--- src/rtl/halftone_pkg.sv ---
package halftone_pkg;

    typedef enum logic [1:0] {
        NB_LEFT    = 2'd0,
        NB_UPLEFT  = 2'd1,
        NB_ABOVE   = 2'd2,
        NB_UPRIGHT = 2'd3
    } nb_e;

    localparam int NB_COUNT = 4;

    function automatic bit is_pow2(input int v);
        return (v > 0) && ((v & (v - 1)) == 0);
    endfunction

    function automatic int log2_floor(input int v);
        int r;
        r = 0;
        while ((1 << (r + 1)) <= v) r++;
        return r;
    endfunction

endpackage

--- src/rtl/ed_err_avg.sv ---
module ed_err_avg
    import halftone_pkg::*;
#(
    parameter int ERR_W = 10,
    parameter int W_W   = 7,
    parameter int W_NW  = 1,
    parameter int W_N   = 5,
    parameter int W_NE  = 3
) (
    input  logic signed [ERR_W-1:0] err_w,
    input  logic signed [ERR_W-1:0] err_nw,
    input  logic signed [ERR_W-1:0] err_n,
    input  logic signed [ERR_W-1:0] err_ne,
    input  logic                    first_col,
    input  logic                    last_col,
    input  logic                    first_row,
    output logic signed [ERR_W-1:0] avg
);
    localparam int WT    = W_W + W_NW + W_N + W_NE;
    localparam int SUM_W = ERR_W + $clog2(WT + 1) + 1;
    localparam int WGT [NB_COUNT] = '{W_W, W_NW, W_N, W_NE};

    logic signed [ERR_W-1:0] nb_err  [NB_COUNT];
    logic                    nb_live [NB_COUNT];
    logic signed [SUM_W-1:0] term    [NB_COUNT];
    logic signed [SUM_W-1:0] sum;

    always_comb begin
        nb_err[NB_LEFT]     = err_w;
        nb_err[NB_UPLEFT]   = err_nw;
        nb_err[NB_ABOVE]    = err_n;
        nb_err[NB_UPRIGHT]  = err_ne;
        nb_live[NB_LEFT]    = !first_col;
        nb_live[NB_UPLEFT]  = !first_col && !first_row;
        nb_live[NB_ABOVE]   = !first_row;
        nb_live[NB_UPRIGHT] = !first_row && !last_col;
    end

    for (genvar k = 0; k < NB_COUNT; k++) begin : g_term
        logic signed [SUM_W-1:0] ext;
        localparam logic signed [SUM_W-1:0] WK = SUM_W'(WGT[k]);
        assign ext     = {{(SUM_W-ERR_W){nb_err[k][ERR_W-1]}}, nb_err[k]};
        assign term[k] = nb_live[k] ? ext * WK : '0;
    end

    always_comb begin
        sum = '0;
        for (int k = 0; k < NB_COUNT; k++) sum = sum + term[k];
    end

    if (is_pow2(WT)) begin : g_shift
        localparam int SH = log2_floor(WT);
        logic signed [SUM_W-1:0] shifted;
        assign shifted = sum >>> SH;
        assign avg     = shifted[ERR_W-1:0];
    end else begin : g_div
        localparam logic signed [SUM_W-1:0] WT_S = SUM_W'(WT);
        logic signed [SUM_W-1:0] quo, rem, flo;
        always_comb begin
            quo = sum / WT_S;
            rem = sum - quo * WT_S;
            flo = (sum < 0 && rem != 0) ? quo - 1 : quo;
        end
        assign avg = flo[ERR_W-1:0];
    end

    // with every neighbour outside the image nothing may leak in
    always_comb begin
        if (first_row && first_col)
            p_edge_zero_r3: assert (avg == '0);
    end

endmodule

--- src/rtl/ed_quantize.sv ---
module ed_quantize #(
    parameter int PIX_W = 8,
    parameter int ERR_W = 10
) (
    input  logic [PIX_W-1:0]        pix,
    input  logic signed [ERR_W-1:0] avg,
    output logic                    hbit,
    output logic signed [ERR_W-1:0] err
);
    localparam int CV_W = ((ERR_W > PIX_W) ? ERR_W : PIX_W) + 2;
    localparam logic signed [CV_W-1:0] THRESH = CV_W'(1 << (PIX_W - 1));
    localparam logic signed [CV_W-1:0] FULL   = CV_W'((1 << PIX_W) - 1);

    logic signed [CV_W-1:0] cpv, pix_x, avg_x, raw;

    always_comb begin
        pix_x = {{(CV_W-PIX_W){1'b0}}, pix};
        avg_x = {{(CV_W-ERR_W){avg[ERR_W-1]}}, avg};
        cpv   = pix_x + avg_x;
        hbit  = (cpv >= THRESH);
        raw   = hbit ? cpv - FULL : cpv;
        err   = raw[ERR_W-1:0];
    end

endmodule

--- src/rtl/ed_pixel_unit.sv ---
module ed_pixel_unit
    import halftone_pkg::*;
#(
    parameter int PIX_W = 8,
    parameter int ERR_W = 10,
    parameter int W_W   = 7,
    parameter int W_NW  = 1,
    parameter int W_N   = 5,
    parameter int W_NE  = 3
) (
    input  logic                    clk,
    input  logic                    rst,
    input  logic                    in_valid,
    input  logic [PIX_W-1:0]        in_pix,
    input  logic signed [ERR_W-1:0] in_err_w,
    input  logic signed [ERR_W-1:0] in_err_nw,
    input  logic signed [ERR_W-1:0] in_err_n,
    input  logic signed [ERR_W-1:0] in_err_ne,
    input  logic                    in_first_col,
    input  logic                    in_last_col,
    input  logic                    in_first_row,
    output logic                    out_valid,
    output logic                    out_bit,
    output logic signed [ERR_W-1:0] out_err
);
    localparam logic signed [ERR_W-1:0] HALF = ERR_W'(1 << (PIX_W - 1));

    logic signed [ERR_W-1:0] avg;
    logic                    q_bit;
    logic signed [ERR_W-1:0] q_err;

    ed_err_avg #(
        .ERR_W(ERR_W), .W_W(W_W), .W_NW(W_NW), .W_N(W_N), .W_NE(W_NE)
    ) i_avg (
        .err_w(in_err_w), .err_nw(in_err_nw), .err_n(in_err_n), .err_ne(in_err_ne),
        .first_col(in_first_col), .last_col(in_last_col), .first_row(in_first_row),
        .avg(avg)
    );

    ed_quantize #(.PIX_W(PIX_W), .ERR_W(ERR_W)) i_quant (
        .pix(in_pix), .avg(avg), .hbit(q_bit), .err(q_err)
    );

    always_ff @(posedge clk) begin
        if (rst) begin
            out_valid <= 1'b0;
            out_bit   <= 1'b0;
            out_err   <= '0;
        end else begin
            out_valid <= in_valid;
            if (in_valid) begin
                out_bit <= q_bit;
                out_err <= q_err;
            end
        end
    end

    p_valid_rise_r7: assert property (@(posedge clk) disable iff (rst)
        in_valid |=> out_valid);
    p_valid_fall_r7: assert property (@(posedge clk) disable iff (rst)
        !in_valid |=> !out_valid);
    p_hold_r7: assert property (@(posedge clk) disable iff (rst)
        !in_valid |=> ($stable(out_bit) && $stable(out_err)));
    p_err_hi_r6: assert property (@(posedge clk) disable iff (rst)
        (out_valid && out_bit) |-> (out_err > -HALF));
    p_err_lo_r6: assert property (@(posedge clk) disable iff (rst)
        (out_valid && !out_bit) |-> (out_err < HALF));

endmodule

--- config.mk ---
export PLATFORM = sky130hd
export DESIGN_NAME = ed_pixel_unit
export DESIGN_NICKNAME = d
export VERILOG_FILES = /design/src/rtl/halftone_pkg.sv /design/src/rtl/ed_err_avg.sv /design/src/rtl/ed_quantize.sv /design/src/rtl/ed_pixel_unit.sv
export SDC_FILE = /design/constraint.sdc
export NUM_CORES = 1
export LEC_CHECK = 0
export BUFFER_PORTS_ARGS = -buffer_cell sky130_fd_sc_hd__buf_2
export CORE_MARGIN = 5
export CORE_UTILIZATION = 50
export CTS_CLUSTER_DIAMETER = 40
export DETAILED_ROUTE_END_ITERATION = 8
export PLACE_DENSITY = 0.8
export REMOVE_ABC_BUFFERS = 1
export SLEW_MARGIN = 10
export SYNTH_ARGS = -nofsm -noshare
export SYNTH_HDL_FRONTEND = slang
export SYNTH_SLANG_ARGS = --single-unit
--- constraint.sdc ---
create_clock -name clk -period 16.6 [get_ports clk]
set_input_delay 0 -clock clk [delete_from_list [all_inputs] [get_ports clk]]
set_output_delay 0 -clock clk [all_outputs]
set_load 0.02 [all_outputs]
==> results of run 1 <==
## worst paths after layout
check,from,end,slack [ns]
max,in_err_ne[1],out_err[2]$_SDFFE_PP0P_,10.02
min,rst,out_err[1]$_SDFFE_PP0P_,0.07
max reg2reg,out_err[4]$_SDFFE_PP0P_,out_err[4]$_SDFFE_PP0P_,15.64
min reg2reg,out_err[7]$_SDFFE_PP0P_,out_err[7]$_SDFFE_PP0P_,0.47
## cells by family (layout without fill, tap and decap cells)
family / after synthesis / after routing / share of synthesized area (%)
buf+inv: 55 / 114 / 4.99
xor+xnor: 32 / 32 / 7.21
mux: 5 / 5 / 1.19
fa+ha+maj: 112 / 112 / 39.7
compound gates: 120 / 120 / 20.0
flops: 12 / 12 / 5.70
simple gates: 172 / 172 / 21.2
## synthesized netlist by cell type, drive strengths merged, types with 4 or more instances
library cell   n
a211oi         8
a21o           7
a21oi         29
a221oi         4
and2           7
clkbuf         6
dfxtp         12
fa            36
ha            76
inv           46
mux2i          5
nand2         28
nand2b        11
nand3          8
nor2          56
nor2b         14
nor3          13
o21a           9
o21ai         24
o21bai         5
o22ai          4
o31ai          4
or2            6
or3           11
xnor2         18
xor2          13
## where the power goes
group          switching (uW)  total, uW  internal (uW)
clock network            10.7       26.7           16.0
logic                     369        627            259
registers                5.16       45.5           40.3
## state kept, by name (all words and copies together), names as in the netlist
register	count
out_err	10
out_bit	1
out_valid	1
## layer usage
layer  GRT usage [%]  vias up
met2            34.7       78
li1                -     1928
met3            1.58       14
met5               0        -
met4            3.27        0
met1            24.4     1765
## cell type report
class / count / area, um2
Sequential cell: 12 / 240
Multi-Input combinational cell: 441 / 3760
Tap cell: 105 / 131
Clock buffer: 3 / 41.3
Fill cell: 773 / 3540
Timing Repair Buffer: 65 / 325
Inverter: 46 / 173
## through the flow
stage               std cells  hold slack, ns
floorplan                 499          0.0646
global placement          669           0.318
detailed placement        669           0.313
CTS                       672          0.0639
global route              672          0.0903
finish                    672          0.0712
==> flow_summary_export.csv, run 1 <==
group,metric,value,unit
run_status,outcome,"completed",
synthesis,avgSynthCellArea,8.30,um2
clock_network,ctsResizeCount,0,
global_route,grt_pass1_vias,3829,
worst_hold_path,min_path_cells,2,
drt,wl_per_cell,14.0,um
clock_network,clk_pin_slew,0.05,ns
cells_and_area,final_common_cell,"ha_1",
synthesis,synth_edf_count,0,
timing,relSlewSlack,60.6,%
power,p_leak,0.00228,uW
timing,finalCriticalPeriod,6.58,ns
timing,tightest_slew,0.575,ns
placed_design,dp_hpwl,8370,um
floorplan,core,8220,um2
setup_path,arrival,6.71,ns
cells_and_area,mostFrequentLayoutCells,"ha_1, buf_2, nor2_1",
clock_network,cts_hold_buf,0,
synthesis,synthCells,508,
synthesis,yosysSeqAreaShare,5.70,%
setup_path,r2r_cells,2,
global_route,grt_start_max_net_pins,22,
setup_path,crit_path_max_incr_delay,0.49,ns
setup_path,cpMostUsedCell,"ha_1",
drt,wl_met1,4300,um
timing,finClkSkew,0,ns
setup_path,worst-path-buf-inv,2,
cells_and_area,final_util,56.9,%
drt,wl,9400,um
synthesis,synth_top_area_share,22.6,%
timing,finalCritPeriodShare,39.6,%
setup_path,critPathKind,"in2reg",
timing,timing.final.ws_setup,10.02,ns
synthesis,netlist_top_cells_area,"ha_1, fa_1, dfxtp_1, nor2_1, inv_1",
floorplan,die_w,102,um
drt,wl_met3,321,um
cells_and_area,num-nets-final,735,
setup_path,end_kind,"register",
drt,final_antenna_net_count,0,
clock_network,clk_latency,0.24,ns
synthesis,syn_area,4210,um2
setup_path,path_delay_family,"adder cells",
power,p_per_area,150,nW/um2
placed_design,place_ws,9.81,ns
drt,vias,3785,
drt,drtPass1Iterations,4,
clock_network,cts_buffer_depth,2,
cells_and_area,diodes,0,
clock_network,cts.sink_count,12,
timing,max_freq,152,MHz
global_route,antenna_found_initial,0,
clock_network,root_buffer,"clkbuf_8",
drt,drc_errors,0,
global_route,track_usage,18.9,%
floorplan,die_h,102,um
worst_hold_path,hold_path.class,"in2reg",
setup_path,required,16.73,ns
synthesis,yosys_most_used_dff,"dfxtp_1",
cells_and_area,area_growth,10.9,%
floorplan,start_util,51.3,%
floorplan,rows,33,
cells_and_area,stdcell_area,4670,um2
clock_network,cts_setup_buffers,0,
power,ir_drop,0.123,mV
placed_design,io_buffers,65,
timing,setup-violations-final,0,
timing,rsz0062_at_grt,"no",
cells_and_area,drive_gt1_share,15.0,%
setup_path,cp_max_fo,8,
synthesis,synth_area_leader_cell,"ha_1",
synthesis,synthArstFlopShare,0,%
floorplan,ioPinCount,66,
setup_path,cp.depth,29,
floorplan,dieArea,10400,um2
power,finalPower,700,uW
timing,tns,0,ns
clock_network,cts_tree,"done",
drt,wl_met2,4640,um
drt,drt_iter0_markers,191,
clock_network,h-tree-depth,1,
setup_path,cp-start-kind,"input port",
placed_design,gp_congestion,0.912,
timing,hold_viol,0,
global_route,grt_pass1_wl,16300,um
job,cap_violations,0,
setup_path,slowest_stage,"fa_1",
drt,maxUsedRoutingLayer,"met4",
clock_network,cts_buffers,3,
timing,drv_slew,0,
global_route,grt_overflow,0,
synthesis,ys_ff_latch,12,
drt,via_per_inst,5.63,
synthesis,synth_warnings,0,
synthesis,ys_types,69,
placed_design,placed_area,4630,um2
No activity file was read; power rests on OpenSTA's default activity.
==> inputs of run 2 (changes only) <==
- PLACE_DENSITY: 0.8 -> 0.83
- clock period: 16.6 -> 5.8 ns (I/O delays scaled with it)
==> flow_summary_export.csv, run 2 (synthesis results as in run 1) <==
group,metric,value,unit
timing,rsz0062_at_grt,"yes",
timing,finalCriticalPeriod,6.19,ns
drt,wl_per_cell,18.5,um
setup_path,cp_max_fo,5,
cells_and_area,final_common_cell,"buf_4",
timing,finalCritPeriodShare,107,%
clock_network,clk_latency,0.24,ns
cells_and_area,drive_gt1_share,42.2,%
timing,drv_slew,0,
cells_and_area,instances_no_fill,766,
drt,via_per_inst,6.06,
clock_network,cts_hold_buf,0,
placed_design,dp_cells,743,
timing,tightest_slew,0.492,ns
timing,hold_viol,0,
clock_network,h-tree-depth,1,
power,ir_drop,0.573,mV
cells_and_area,mostFrequentLayoutCells,"buf_4, buf_2, ha_1",
setup_path,arrival,6.32,ns
power,p_sw,1670,uW
global_route,antenna_found_initial,0,
power,switching_share,50.2,%
power,p_int,1660,uW
clock_network,cts_buffer_depth,2,
cells_and_area,diodes,0,
drt,wl,14100,um
floorplan,dieArea,10400,um2
cells_and_area,fillers,517,
drt,final_antenna_net_count,0,
floorplan,die_h,102,um
clock_network,cts.sink_count,12,
job,cap_violations,0,
clock_network,cts_tree,"done",
placed_design,io_buffers,65,
placed_design,gp_congestion,0.949,
timing,timing.final.ws_setup,-0.386,ns
global_route,grt_overflow,0,
clock_network,clk_pin_slew,0.05,ns
power,finalPower,3320,uW
power,p_clk_share,2.8,%
global_route,grt_pass1_wl,19300,um
cells_and_area,num-nets-final,828,
floorplan,start_util,51.3,%
setup_path,cp-start-kind,"input port",
cells_and_area,area_growth,44.2,%
power,p_leak,0.00281,uW
power,power.share.sequential,4.0,%
timing,setup-violations-final,11,
drt,drtPass1Iterations,6,
clock_network,root_buffer,"clkbuf_8",
drt,vias,4645,
power,p_per_area,547,nW/um2
setup_path,end_kind,"register",
floorplan,core,8220,um2
setup_path,crit_path_max_incr_delay,0.51,ns
run_status,outcome,"finished with violations",
floorplan,die_w,102,um
setup_path,critPathKind,"in2reg",
power,comb_power_share,93.3,%
cells_and_area,largest_reg_flops,10,
global_route,grt_start_max_net_pins,19,
drt,drt_iter0_markers,328,
floorplan,rows,33,
global_route,grt_pass1_vias,4481,
drt,drc_errors,0,
timing,finClkSkew,0,ns
run_status,violations,"negative setup slack",
floorplan,ioPinCount,66,
clock_network,cts_buffers,3,
cells_and_area,largest-register,"out_err",
worst_hold_path,hold_path.class,"in2reg",
setup_path,slowest_stage,"fa_1",
setup_path,cpMostUsedCell,"o21a_1",
timing,relSlewSlack,66.8,%
placed_design,dp_hpwl,9270,um
setup_path,path_delay_family,"compound AO/OA/AOI/OAI gates",
setup_path,worst-path-buf-inv,3,
cells_and_area,largestRegisters,"out_err: 10 flops, out_bit: 1 flops, out_valid: 1 flops",
setup_path,required,5.93,ns
cells_and_area,final_util,73.9,%
timing,max_freq,162,MHz
global_route,track_usage,22.6,%
## run 2: routing by layer
metal  routed length [um]  track usage, %
met5                    0               0
met4                  599            5.01
met3                  842            2.82
met2                 7180            42.2
met1                 5510            27.5
## run 2: worst reg2reg max path: stages (launching register included)
cell and delay (ns):
dfxtp_1 0.35, nor2_1 0.07, a211oi_2 0.24
## run 2: cell type report
| class | count | area, um2 | area share [%] |
|---|---|---|---|
| clock buffer | 4 | 55.1 | 0.906 |
| inverter | 46 | 173 | 2.84 |
| sequential | 12 | 240 | 3.95 |
| tap | 105 | 131 | 2.16 |
| timing repair buffer | 158 | 1060 | 17.5 |
| multi-input combinational | 441 | 4420 | 72.7 |
## run 2: repair_timing
action,in CTS,in global routing
resized for setup,37,100
endpoints found under the setup margin,11,11
pin swaps,38,69
endpoints found under the hold margin,0,0
setup buffers,6,14
gates cloned,0,0
## run 2: metrics by stage
stage               setup TNS (ns)  hold slack (ns)  setup WS [ns]  area (um2)
global route                 -5.05            0.147         -0.556        6080
detailed placement           -5.51            0.320         -0.573        5190
finish                       -2.87            0.150         -0.386        6080
CTS                        -0.0327           0.0900        -0.0327        5470
global placement             -3.78            0.318         -0.412        5190
floorplan                    -2.08           0.0646         -0.379        4180
## run 2: path summary, 6_finish.rpt
kind                      startpoint                 endpoint  slack, ns  cells after the start
min                              rst  out_err[7]$_SDFFE_PP0P_       0.15                      2
max reg2reg  out_err[6]$_SDFFE_PP0P_  out_err[6]$_SDFFE_PP0P_       5.06                      2
min reg2reg  out_err[7]$_SDFFE_PP0P_  out_err[7]$_SDFFE_PP0P_       0.46                      2
max                      in_err_w[2]  out_err[2]$_SDFFE_PP0P_      -0.39                     29
## run 2: power by group through the flow
stage | combinational, uW | clock [uW] | sequential, uW
after floorplan | 1370 | 0 | 170
after global placement | 2150 | 0 | 129
after detailed placement | 2240 | 0 | 131
after CTS | 2410 | 92.1 | 129
after global routing | 3300 | 98.6 | 135
final | 3100 | 91.6 | 133
